[src/rtl/sc_uart.sv]
module sc_uart #(
  parameter int DIV_W  = 8,
  parameter int DATA_W = 8,
  parameter int OVS    = 16
) (
  input  logic              clk,
  input  logic              rst_n,
  input  logic [DIV_W-1:0]  div_n,
  input  logic              tx_enable,
  input  logic              rx_enable,
  input  logic              parity_odd,
  input  logic              txirq_on_done,
  input  logic              wr_en,
  input  logic [DATA_W-1:0] wr_byte,
  input  logic              rd_en,
  output logic [DATA_W-1:0] rd_byte,
  input  logic              line_in,
  output logic              line_pull_low,
  output logic              tbuf_empty,
  output logic              tshift_empty,
  output logic              rx_ready,
  output logic              parity_fault,
  output logic              echo_fault,
  input  logic              fault_clr,
  output logic              tx_irq,
  input  logic              tx_irq_ack,
  output logic              rx_irq,
  input  logic              rx_irq_ack
);
  localparam int LAST  = DATA_W + 2;
  localparam int BIT_W = $clog2(LAST + 2);
  localparam int SUB_W = $clog2(OVS);
  localparam logic [BIT_W-1:0] B_LAST = BIT_W'(LAST);
  localparam logic [BIT_W-1:0] B_PAR  = BIT_W'(DATA_W + 1);
  localparam logic [BIT_W-1:0] B_DMAX = BIT_W'(DATA_W);
  localparam logic [SUB_W-1:0] S_END  = SUB_W'(OVS - 1);
  localparam logic [SUB_W-1:0] S_MID  = SUB_W'(OVS / 2 - 1);

  logic [1:0] sync_q;
  logic       line_s;

  always_ff @(posedge clk or negedge rst_n)
    if (!rst_n) sync_q <= 2'b11;
    else        sync_q <= {sync_q[0], line_in};

  assign line_s = sync_q[1];

  logic [DATA_W-1:0] tbuf, tx_sh;
  logic              tbuf_full, tx_busy, tx_par, tx_val;
  logic [DIV_W-1:0]  tx_pre;
  logic [SUB_W-1:0]  tx_sub;
  logic [BIT_W-1:0]  tx_bit;
  logic              tx_tick, tx_done, tx_load, tx_data_bit;

  assign tx_tick     = tx_pre == div_n;
  assign tx_done     = tx_busy && tx_tick && tx_sub == S_END && tx_bit == B_LAST;
  assign tx_load     = tbuf_full && tx_enable && (!tx_busy || tx_done);
  assign tx_data_bit = tx_bit != '0 && tx_bit <= B_DMAX;

  always_comb begin
    if (tx_bit == '0)         tx_val = 1'b0;
    else if (tx_bit == B_PAR)  tx_val = tx_par;
    else if (tx_bit == B_LAST) tx_val = 1'b1;
    else                       tx_val = tx_sh[0];
  end

  always_ff @(posedge clk or negedge rst_n) begin
    if (!rst_n) begin
      tbuf       <= '0;
      tx_sh      <= '0;
      tbuf_full  <= 1'b0;
      tx_busy    <= 1'b0;
      tx_par     <= 1'b0;
      tx_pre     <= '0;
      tx_sub     <= '0;
      tx_bit     <= '0;
      tx_irq     <= 1'b0;
      echo_fault <= 1'b0;
    end else begin
      if (fault_clr)  echo_fault <= 1'b0;
      if (tx_irq_ack) tx_irq <= 1'b0;
      if (tx_busy) begin
        if (tx_tick) begin
          tx_pre <= '0;
          if (tx_sub == S_END) begin
            tx_sub <= '0;
            tx_bit <= tx_bit + 1'b1;
            if (tx_data_bit) tx_sh <= tx_sh >> 1;
          end else begin
            tx_sub <= tx_sub + 1'b1;
          end
          if (tx_sub == S_MID && tx_bit == B_LAST && !line_s) echo_fault <= 1'b1;
        end else begin
          tx_pre <= tx_pre + 1'b1;
        end
      end
      if (tx_done) begin
        tx_busy <= 1'b0;
        tx_bit  <= '0;
        if (txirq_on_done) tx_irq <= 1'b1;
      end
      if (tx_load) begin
        tx_busy   <= 1'b1;
        tx_sh     <= tbuf;
        tx_par    <= (^tbuf) ^ parity_odd;
        tx_pre    <= '0;
        tx_sub    <= '0;
        tx_bit    <= '0;
        tbuf_full <= 1'b0;
        if (!txirq_on_done) tx_irq <= 1'b1;
      end
      if (wr_en) begin
        tbuf      <= wr_byte;
        tbuf_full <= 1'b1;
      end
    end
  end

  logic [DATA_W-1:0] rx_sh;
  logic              rx_busy, rx_perr, rx_drv, rx_tick, rx_done;
  logic [DIV_W-1:0]  rx_pre;
  logic [SUB_W-1:0]  rx_sub;
  logic [BIT_W-1:0]  rx_bit;

  assign rx_tick = rx_pre == div_n;
  assign rx_done = rx_enable && rx_busy && rx_tick && rx_sub == S_END && rx_bit == B_LAST;

  always_ff @(posedge clk or negedge rst_n) begin
    if (!rst_n) begin
      rx_sh        <= '0;
      rd_byte      <= '0;
      rx_busy      <= 1'b0;
      rx_perr      <= 1'b0;
      rx_drv       <= 1'b0;
      rx_pre       <= '0;
      rx_sub       <= '0;
      rx_bit       <= '0;
      rx_ready     <= 1'b0;
      rx_irq       <= 1'b0;
      parity_fault <= 1'b0;
    end else begin
      if (fault_clr)  parity_fault <= 1'b0;
      if (rx_irq_ack) rx_irq <= 1'b0;
      if (rd_en)      rx_ready <= 1'b0;
      if (!rx_enable) begin
        rx_busy <= 1'b0;
        rx_drv  <= 1'b0;
      end else if (!rx_busy) begin
        if (!line_s) begin
          rx_busy <= 1'b1;
          rx_pre  <= '0;
          rx_sub  <= '0;
          rx_bit  <= '0;
          rx_perr <= 1'b0;
        end
      end else if (rx_tick) begin
        rx_pre <= '0;
        if (rx_sub == S_MID) begin
          if (rx_bit == '0) begin
            if (line_s) rx_busy <= 1'b0;
          end else if (rx_bit <= B_DMAX) begin
            rx_sh <= {line_s, rx_sh[DATA_W-1:1]};
          end else if (rx_bit == B_PAR) begin
            rx_perr <= line_s ^ (^rx_sh) ^ parity_odd;
          end
        end
        if (rx_sub == S_END) begin
          rx_sub <= '0;
          if (rx_bit == B_PAR && rx_perr) begin
            rx_drv       <= 1'b1;
            parity_fault <= 1'b1;
          end
          if (rx_bit == B_LAST) begin
            rx_busy  <= 1'b0;
            rx_drv   <= 1'b0;
            rd_byte  <= rx_sh;
            rx_ready <= 1'b1;
            rx_irq   <= 1'b1;
          end else begin
            rx_bit <= rx_bit + 1'b1;
          end
        end else begin
          rx_sub <= rx_sub + 1'b1;
        end
      end else begin
        rx_pre <= rx_pre + 1'b1;
      end
    end
  end

  assign line_pull_low = (tx_busy && !tx_val) || rx_drv;
  assign tbuf_empty    = !tbuf_full;
  assign tshift_empty  = !tx_busy;


  tx_start_chk: assert property (@(posedge clk) disable iff (!rst_n)
    $rose(tx_busy) |-> $past(tx_enable && tbuf_full));


  tbuf_fill_chk: assert property (@(posedge clk) disable iff (!rst_n)
    $rose(tbuf_full) |-> $past(wr_en));


  txirq_done_chk: assert property (@(posedge clk) disable iff (!rst_n)
    ($rose(tx_irq) && $past(txirq_on_done)) |-> $past(tx_busy && tx_bit == B_LAST));


  rx_ready_chk: assert property (@(posedge clk) disable iff (!rst_n)
    $rose(rx_ready) |-> $past(rx_busy && rx_bit == B_LAST && rx_enable));


  rd_clear_chk: assert property (@(posedge clk) disable iff (!rst_n)
    (rd_en && !rx_done) |=> !rx_ready);


  err_drive_chk: assert property (@(posedge clk) disable iff (!rst_n)
    rx_drv |-> (rx_busy && rx_bit == B_LAST));
endmodule

[config.mk]
export PLATFORM = sky130hd
export DESIGN_NAME = sc_uart
export DESIGN_NICKNAME = d
export VERILOG_FILES = /design/src/rtl/sc_uart.sv
export SDC_FILE = /design/constraint.sdc
export NUM_CORES = 1
export LEC_CHECK = 0
export ABC_AREA = 1
export BUFFER_PORTS_ARGS = -buffer_cell sky130_fd_sc_hd__buf_2
export CAP_MARGIN = 20
export CORE_MARGIN = 3
export CORE_UTILIZATION = 45
export DETAILED_ROUTE_END_ITERATION = 10
export GPL_TIMING_DRIVEN = 0
export PLACE_DENSITY = 0.68
export SYNTH_ARGS = -nofsm -noshare
export SYNTH_HDL_FRONTEND = slang
export SYNTH_SLANG_ARGS = --single-unit
[constraint.sdc]
create_clock -name clk -period 2.4 [get_ports clk]
set_clock_uncertainty 0.2 [all_clocks]
set_input_delay 0.12 -clock clk [delete_from_list [all_inputs] [get_ports clk]]
set_output_delay 0.12 -clock clk [all_outputs]
set_load 0.005 [all_outputs]
# Word-level counts from Yosys, hierarchy flattened
# Cells that the tools add are included.
# totals
out_inout_bits,16
input_bits,28
wordCells,179
regBits,77
# op_classes
order_cmp,2
n_addsub,6
n_eq_ne,22
mux,83
bitwise_logic,4
reduce_logical,40
# ops
cell,n
$mux W8,11
$mux W4,17
$mux W1,55
$eq A4 B4 Y1 const B,6
$add A4 B1 Y4 const B,4
$add A8 B1 Y8 const B,2
$eq A8 B8 Y1,2
$ne A2 B1 Y1 const B,8
$reduce_xor A8 Y1,2
$reduce_bool A2 Y1,6
$logic_and A1 B1 Y1,10
$reduce_and A5 Y1,2
$reduce_bool A3 Y1,3
$eq A4 B3 Y1 const B,2
$le A4 B4 Y1 const B,2
$logic_not A4 Y1,2
$reduce_and A4 Y1,2
$reduce_and A7 Y1,1
$ne A2 B2 Y1 const B,3
$reduce_and A3 Y1,2
$reduce_and A6 Y1,1
$logic_not A1 Y1,4
$reduce_and A2 Y1,2
$reduce_bool A4 Y1,1
4 further kinds,7

# Depth between registers and ports, before layout
# Gate-level depths: netlist of run 1.
# logic_depth
word_depth,9
ltp_mapped,13
ltp_nobuf,12

# Worst setup path after synthesis of run 1
# OpenSTA, ideal clock, no wires.
# synth_timing
kind,reg2reg
from,reg tx_bit[0]
to,reg tx_sh[0]
t_required_ps,2084
n_path_buf,1
synth_period_minus_slack_ps,1837
path_stages_with_launch,13
arrival_time_ps,1521
setup_slack_ps,563
setup_time_ps,116
cell_sequence,dfrtp_1 -> inv_1 -> ha_1 -> nand3_1 -> nor2_1 -> nand4_2 -> nand2_4 -> nand2_4 -> buf_6 -> nand2_1 -> nand2_1 -> nand2_1 -> nand2_1
# synth_between
elab_chain_len,6
word_cells_on_any_way,13
classes_between,order compare: 1; eq/ne: 1; mux: 1; reduce/logical: 10
# synth_rtl
element,line_no,source
start: declaration,52,logic [BIT_W-1:0] tx_bit;
start signal: assignment,87,tx_bit <= tx_bit + 1'b1;
"parallel branches: the longest is 6 deep, another holds $le A4 B4 Y1",n/a,
end signal: assignment,88,if (tx_data_bit) tx_sh <= tx_sh >> 1;
end signal: assignment,104,tx_sh <= tbuf;
end: declaration,48,"logic [DATA_W-1:0] tbuf, tx_sh;"
# Several ways; the timed one is not identified.
# A chain may end at the register's enable or synchronous reset.

# Worst setup path after layout of run 1
# layout_timing
from,reg rx_sub[0]
to,reg rd_byte[6]
# layout_between
elab_chain_len,2
# layout_rtl
element,line_no,source
start: declaration,122,logic [SUB_W-1:0] rx_sub;
start signal: assignment,183,rx_sub <= rx_sub + 1'b1;
$eq A4 B4 Y1,167,if (rx_sub == S_END) begin
$reduce_and A5 Y1 (no line),n/a,
end signal: assignment,176,rd_byte <= rx_sh;
end: declaration,16,"output logic [DATA_W-1:0] rd_byte,"
# Every way passes these cells.

==> results of run 1 <==
==> final cells by class <==
class                   count  share of cell area [%]
clock buffers              10                    2.70
well taps                 108                    2.65
clock inverters             6                    1.35
flip-flops and latches     77                    37.9
plain buffers               6                   0.909
multi-input cells         359                    39.3
repair buffers             69                    9.83
inverters                  72                    5.35
==> flip-flops by register name, summed over array words and instances (netlist names), 2 cells and up <==
signal and cells:
sync_q 2, tx_pre 8, rx_pre 8, rx_sub 4, tbuf 8, tx_sh 8
tx_sub 4, rd_byte 8, rx_bit 4, tx_bit 4, rx_sh 8
==> through the flow <==
stage,instances,total power [mW],setup WS (ns)
after floorplan,514,2.11,0.563
after CTS,707,3.36,0.293
final,707,3.33,0.308
after global routing,707,3.56,0.0914
after detailed placement,665,2.30,0.322
after global placement,664,2.26,0.332
==> power by group <==
group	switching [mW]	leakage (nW)	internal (mW)
clock network	0.510	0.103	0.516
logic	0.392	1.55	0.308
registers	0.155	0.968	1.45
total	1.06	2.62	2.27
==> kinds of logic after synthesis <==
group	after synthesis	share of synthesized area, %
AND/OR/NAND/NOR	246	26.3
buffers and inverters	78	7.50
flip-flops	77	45.4
AO/OA/AOI/OAI	65	9.92
XOR/XNOR	36	7.42
adder cells (fa/ha/maj)	12	3.53
==> metal layers <==
metal / routed length [um] / up-vias
met4: 94 / 0
met5: 0 / -
met2: 4330 / 53
met3: 264 / 7
li1: - / 1792
met1: 4100 / 1624
==> cells in the final DEF, fill, tap and decap left out, types with 2 or more instances in the layout <==
cell type                       instances
sky130_fd_sc_hd__nor2_2                 2
sky130_fd_sc_hd__o21ai_1                9
sky130_fd_sc_hd__nor3_1                 7
sky130_fd_sc_hd__a21oi_4                3
sky130_fd_sc_hd__inv_6                  2
sky130_fd_sc_hd__dfstp_2                2
sky130_fd_sc_hd__dlygate4sd3_1         26
sky130_fd_sc_hd__buf_4                  3
sky130_fd_sc_hd__nor2_1                21
sky130_fd_sc_hd__nand2_1              156
sky130_fd_sc_hd__nor2_4                 5
sky130_fd_sc_hd__a31oi_1                2
sky130_fd_sc_hd__buf_6                  2
sky130_fd_sc_hd__nand3b_1               2
sky130_fd_sc_hd__buf_2                 42
sky130_fd_sc_hd__nand2_2                6
sky130_fd_sc_hd__o21ai_2               10
sky130_fd_sc_hd__o21ai_0               23
sky130_fd_sc_hd__clkbuf_8              10
sky130_fd_sc_hd__inv_2                 13
sky130_fd_sc_hd__nand4_1                5
sky130_fd_sc_hd__xor2_1                23
sky130_fd_sc_hd__a21oi_1                7
sky130_fd_sc_hd__dfrtp_1               75
sky130_fd_sc_hd__xnor2_1               13
sky130_fd_sc_hd__ha_1                  12
sky130_fd_sc_hd__o31ai_1                2
sky130_fd_sc_hd__inv_1                 57
sky130_fd_sc_hd__nand3_1               31
sky130_fd_sc_hd__nand2_4                5
sky130_fd_sc_hd__o22ai_1                6
==> worst max-delay path, delay by kind of cell (launching register included) <==
| family | cells | cell delay [ns] |
|---|---|---|
| AND/OR/NAND/NOR | 4 | 0.74 |
| flip-flops | 1 | 0.41 |
| buffers and inverters | 2 | 0.34 |
| adder cells (fa/ha/maj) | 1 | 0.18 |
| AO/OA/AOI/OAI | 1 | 0.13 |
==> path summary, 6_finish.rpt <==
check,to,slack (ns),cells past startpoint
min reg2reg,sync_q[1]$_DFF_PN1_,0.16,0
max,rd_byte[6]$_DFFE_PN0P_,0.31,8
min,rx_pre[4]$_DFFE_PN0P_,0.04,2
min in group clk,tbuf[0]$_DFFE_PN0P_,0.08,4
max reg2reg,rd_byte[6]$_DFFE_PN0P_,0.31,8
max in group asynchronous,tx_sh[2]$_DFFE_PN0P_,1.37,3
==> run summary, run 1 <==
The area share of the largest cell type after synthesis came out at 44.1%. The logs give 0 for the hold violation count in the final report and 2000 um2 for the multi-input logic area. Synthesis inferred 77 register bits. The cell area that synthesis handed to floorplanning was 4250 um2. For the static leakage power, the log shows 2.62 nW. The total of endpoints with negative setup slack in the final report is 0.

For the core footprint, the log shows 8930 um2. Yosys instantiated no cell more often than sky130_fd_sc_hd__nand2_1. In this run the clock root is driven by a sky130_fd_sc_hd__clkbuf_8.

Ranked by instance count, the synthesized netlist is headed by sky130_fd_sc_hd__nand2_1 (156), sky130_fd_sc_hd__dfrtp_1 (75), sky130_fd_sc_hd__inv_1 (57). Distinct cell type count after synthesis: 40. The global-route wire length before repair is 15.3 mm. The number of global-route vias before repair is 3456.

After detailed routing, the total wire length is 8.80 mm. Main flop type after synthesis: sky130_fd_sc_hd__dfrtp_1. The count of final max-slew check failures is 0.

The sequential cell area was 1930 um2. Global routing finished with a remaining overflow of 0. After the last flow step, the layout net total stands at 634. The count of flip-flops with a built-in enable after synthesis was 0; the per-cell via count in the routed design was 4.92.

For the final routed database, the setup TNS stands at 0 ns. The die covers 10700 um2. The type of the setup path with the least slack was flip-flop to flip-flop.

The finished cells cover 5090 um2. STA classifies the critical path endpoint as a flip-flop. Dividing the detail-routed wire length by the instance count gives 12.4 um.

After synthesis, the cell types taking the most area are sky130_fd_sc_hd__dfrtp_1 (44%), sky130_fd_sc_hd__nand2_1 (14%), sky130_fd_sc_hd__inv_1 (5.0%). The first-pass iteration count of the detailed router is 4. Fill cells in the final layout number 821. For this design, the sink count on the clock tree is 77.

Along the worst path, the maximum fanout reaches 10. The worst hold path belongs to the class primary input to asynchronous set/reset pin. The critical path starts at rx_sub[0]$_DFFE_PN0P_.

Entering global routing, the biggest net connects 47 pins. For this run, the number of Yosys warnings is 0. Summing the sequential cell areas from Yosys gives 45.4% of the chip area.

The horizontal die dimension is 103 um, and the number of diodes is 0. Counting every net in the synthesized netlist gives 554. Global routing consumed, on the met3 layer, 2.75% of the routing resources. Final critical-path share of the clock period: 87.2%.

The iteration-0 DRC count of the detailed router is 130. The clock period could shrink to 2.09 ns. The logs give 4630 um2 for the instance area at placement and 0 for the max-cap violation count. In this run the critical register-to-register path is launched from rx_sub[0]$_DFFE_PN0P_.

The run gives 0 as the remaining routing DRC violations. The library cell contributing the largest single delay on the critical path was sky130_fd_sc_hd__dfrtp_1. The cell taking the most area after synthesis was sky130_fd_sc_hd__dfrtp_1. The count of input and output buffers was 42; the starting utilization of the core area was 47.6%. In the global route stage, met2 resource usage came out at 31.2%. The post-CTS repair timing setup buffer count came out at 0. Share of flip-flops with an asynchronous set or reset after synthesis: 100%. The later pin in the worst-skew pair is clocked with a latency of 0.35 ns. At the end of routability-driven placement, the weighted congestion stood at 0.839. In this design, the stage delay of the slowest critical-path cell is 0.41 ns. The flow ran to the end, and the final reports show no timing, DRC or antenna violations. In the global route stage, overall resource usage came out at 18.1%. The number of routed nets with antenna violations came out at 0. The run gives 3 as the H-tree depth.

The area growth from synthesis to layout is 19.8%. The worst setup path is launched from a flip-flop. Hold repair after CTS inserted 26 buffers. STA puts the critical path data arrival time at 2.17 ns.

For the required time of the worst setup path, the log shows 2.48 ns. The total I/O pin count is 44. The number of buffers on the longest clock path was 2. In this run, post-CTS repair resized a total of 0 instances.

The run gives 23.1% as the met1 capacity usage during global routing. The final hold slack is 0.0445 ns, and the actual transition at the worst max-transition pin is 0.545 ns. The run gives 9 as the number of clock buffers inserted by TritonCTS. Static timing analysis puts the maximum clock frequency at 0.478 GHz.

The relative slew slack was 63.6%; the total via count in the routed design was 3476. The routing layer with the top usage in global route is met2. The vertical die dimension is 103 um, and the clock-pin slew reported for the worst setup and hold paths after clock tree synthesis is 0.09 ns.

The worst supply voltage drop on vdd came out at 323 uV. Traced cell by cell, the critical path runs through ha_1, nand2_1, nor2_2, inv_1, nor3_1, nand3_2, buf_2, o21ai_1. The initial antenna violation count is 0, and the detailed placer's ending HPWL is 6.31 mm. TritonCTS built the clock tree. For this design the ratio of total power to cell area is 654 nW/um2.

Counting every instance in the synthesized netlist gives 514. Setup repair after global routing left no endpoint under its margin. The average instance area after synthesis was 8.27 um2; the core occupancy in the finished layout was 57.0%. The tools report the number of placement rows as 34. The fraction of layout instances using a drive strength above 1 came out at 19.4%.
Note: power is estimated with default switching activity, not from simulation.
==> run 2: changes to the inputs <==
BUFFER_PORTS_ARGS = default   (was -buffer_cell sky130_fd_sc_hd__buf_2)
CORE_MARGIN = default   (was 3)
CTS_BUF_LIST = sky130_fd_sc_hd__clkbuf_16   (was default)
DONT_BUFFER_PORTS = 1   (was default)
PLACE_DENSITY = 0.64   (was 0.68)
==> run 2 against run 1 <==
Net effect: fmax decreased by 1.3%; critical endpoint is now rd_byte[5]$_DFFE_PN0P_; final area decreased by 1.4%; critical path depth unchanged; via count decreased by 3.6%; largest cell class unchanged; utilization decreased by 2.4 points; hold slack got worse by 0.0084 ns.
==> run summary, run 2 (synthesized netlist as in run 1, its figures left out) <==
The number of antenna diodes in the final layout is 0. In this run the worst path has a maximum fanout of 10. The clock tree synthesis step divided the H-tree into 3 levels. Headroom to the max-slew limit came out at 62.2%. Fraction of layout instances using a drive strength above 1: 13.1%. The clock period could shrink to 2.12 ns. Entering global routing, the biggest net connects 78 pins. The kind of end point of the critical path is a flip-flop. The initial antenna violation count is 0. The top cell types in the final layout, fill and taps aside, are sky130_fd_sc_hd__nand2_1 (156), sky130_fd_sc_hd__dfrtp_1 (75), sky130_fd_sc_hd__inv_1 (57), sky130_fd_sc_hd__nand3_1 (31), sky130_fd_sc_hd__dlygate4sd3_1 (28). The clock latency on the worst-skew pair was 0.33 ns; the post-detailed-routing wire length was 8.39 mm. The worst setup slack for register-to-register paths came out at 0.28 ns. The number of global-route vias before repair is 3265.

By startpoint and endpoint, the worst setup path is classified as flip-flop to flip-flop. Counting the buffers created by CTS gives 9. IR analysis of the VDD net gives a maximum drop of 364 uV. The worst hold path stage count was 6; the die area was 9840 um2. The run gives 4390 um2 as the instance area at placement.

The die is 99.2 um wide. STA puts the critical path data required time at 2.46 ns. The actual transition at the worst max-transition pin came out at 0.565 ns. In this run, the number of DRC markers left after iteration 0 of detailed routing was 143.

For the total I/O pin count, the log shows 44. The final critical path takes up 88.3% of the cycle. Across every metal layer, demand over resource in global routing totals 18.9%.

Across the run, the number of max-cap violations was 0. The run gives 594 as the number of nets in the layout. The most common cell after layout, fill and taps aside was sky130_fd_sc_hd__nand2_1.

For hold timing, the worst endpoint is parity_fault$_DFF_PN0_. The region available for standard cell placement spans 9200 um2. The wire-length estimate of the detail-placed layout is 5.95 mm. For this run the aggregate overflow at the end of global routing stands at 0. For this configuration, the core starts out at a cell density of 46.2%.

In the routed layout, each cell is associated on average with a via count of 5.00. The first global-routing pass estimated 14.8 mm of wire. Setup violations remaining at the end of the flow were counted as 0. The logs give 35 for the number of placement rows and 0 for the hold violation count in the final report. For this run, design rule violations remaining after detail routing come to 0.

In this run the critical register-to-register path is launched from rx_sub[0]$_DFFE_PN0P_. The run gives 2.49 nW as the static leakage power. TritonCTS built the clock tree. The endpoint identified for the worst register-to-register timing path is rd_byte[5]$_DFFE_PN0P_. After routing the design area is 5020 um2. The detailed-route wire length per cell was 12.5 um.

The arrival time of data at the critical path endpoint is 2.18 ns, and the area added between synthesis and finish is 18.1%. The flow ran to the end, and the final reports show no timing, DRC or antenna violations. The number of cells on the worst reg-to-reg path works out to 8. The vertical die dimension came out at 99.2 um. Setup repair after global routing left no endpoint under its margin.

The number of gates resized after CTS was 0. The clock-pin slew reported for the worst setup and hold paths after clock tree synthesis was 0.06 ns. In this run the clock root is driven by a sky130_fd_sc_hd__clkbuf_16. Before antenna repair, the detailed router went through 4 iterations.

The longest clock path from root to sink contains 2 buffers. Dividing total power by cell area gives a power density of 744 nW/um2. The tightest min-delay check is of the primary input to flip-flop type.

Setup total negative slack on the finished layout was measured at 0 ns. Buffers placed on the I/O ports in this run total 0. At the end of routability-driven placement, the weighted congestion stood at 0.816.

The run gives 0 as the count of final max-slew check failures. STA classifies the critical path startpoint as a flip-flop. Across all layers, the routed design uses 3352 vias. The detail route stage leaves a number of antenna-violating nets equal to 0. Based on the critical path, the design can be clocked at up to 0.472 GHz.

The worst hold path begins at div_n[1]. For this design, the sink count on the clock tree is 77.
==> run 2: cell count changes in the layout (fill, tap and decap cells not counted) <==
cell / previous run / this run
sky130_fd_sc_hd__clkinvlp_4: 1 / 2
sky130_fd_sc_hd__bufinv_16: 1 / 2
sky130_fd_sc_hd__clkinv_4: 1 / 0
sky130_fd_sc_hd__buf_4: 3 / 2
sky130_fd_sc_hd__clkbuf_16: 0 / 9
sky130_fd_sc_hd__clkinv_2: 1 / 0
sky130_fd_sc_hd__clkinv_1: 1 / 2
sky130_fd_sc_hd__buf_2: 42 / 1
sky130_fd_sc_hd__dlygate4sd3_1: 26 / 28
sky130_fd_sc_hd__clkbuf_8: 10 / 0
==> run 2: area by class of cell <==
cell class	instances	area [um2]
fill	845	4180
sequential	77	1930
tap	111	139
inverter	72	273
clock inverter	7	96.3
timing repair buffer	29	308
clock buffer	9	225
multi-input combinational	359	2000
buffer	6	46.3
==> run 2: metrics by stage <==
stage	power, mW	setup slack (ns)	util, %	hold slack, ns	instances
final	3.74	0.280	54.6	0.0361	670
after CTS	3.77	0.291	54.6	0.0366	670
after global routing	3.96	0.0683	54.6	0.0613	670
after detailed placement	2.23	0.317	47.7	-0.373	625
after floorplan	2.11	0.563	-	-0.376	514
after global placement	2.21	0.336	47.7	-0.373	625
==> run 2: worst max-delay path, cell delays in order (launching register included) <==
cell and delay (ns):
sky130_fd_sc_hd__dfrtp_1 0.38, sky130_fd_sc_hd__ha_1 0.19, sky130_fd_sc_hd__nand2_1 0.11, sky130_fd_sc_hd__nor2_2 0.14, sky130_fd_sc_hd__inv_1 0.09, sky130_fd_sc_hd__nor3_1 0.26
sky130_fd_sc_hd__nand3_2 0.27, sky130_fd_sc_hd__buf_2 0.27, sky130_fd_sc_hd__o21ai_1 0.13
==> run 2: worst max-delay path by stage <==
stage | endpoint | start | slack [ns] | depth (start not counted)
2_1_floorplan | tx_sh[0]$_DFFE_PN0P_ | tx_bit[0]$_DFFE_PN0P_ | 0.56 | 12
3_3_place_gp | tx_irq$_DFF_PN0_ | tx_bit[0]$_DFFE_PN0P_ | 0.34 | 11
3_5_place_dp | tbuf_full$_DFFE_PN0P_ | tx_bit[0]$_DFFE_PN0P_ | 0.32 | 10
4_1_cts | rd_byte[5]$_DFFE_PN0P_ | rx_sub[0]$_DFFE_PN0P_ | 0.29 | 8
5_1_grt | rd_byte[6]$_DFFE_PN0P_ | rx_sub[0]$_DFFE_PN0P_ | 0.07 | 8
6_report | rd_byte[5]$_DFFE_PN0P_ | rx_sub[0]$_DFFE_PN0P_ | 0.28 | 8
==> run 2: routing by layer <==
layer,GRT usage (%),routed length (um),vias to the layer above
met4,7.24,165,0
met3,4.15,299,13
met2,31.0,3930,50
met1,24.6,3990,1583
met5,0,0,-
li1,-,-,1706
==> run 2: power breakdown <==
part / total (mW) / switching (mW) / leakage (nW) / internal, mW
combinational: 0.673 / 0.380 / 1.37 / 0.293
sequential: 1.60 / 0.149 / 0.968 / 1.45
clock: 1.46 / 0.548 / 0.150 / 0.914
total: 3.74 / 1.08 / 2.49 / 2.66
==> run 2: timing repair <==
action	4_1_cts	5_1_grt
hold buffers	29	0
buffers inserted	0	0
hold endpoints to repair	107	0
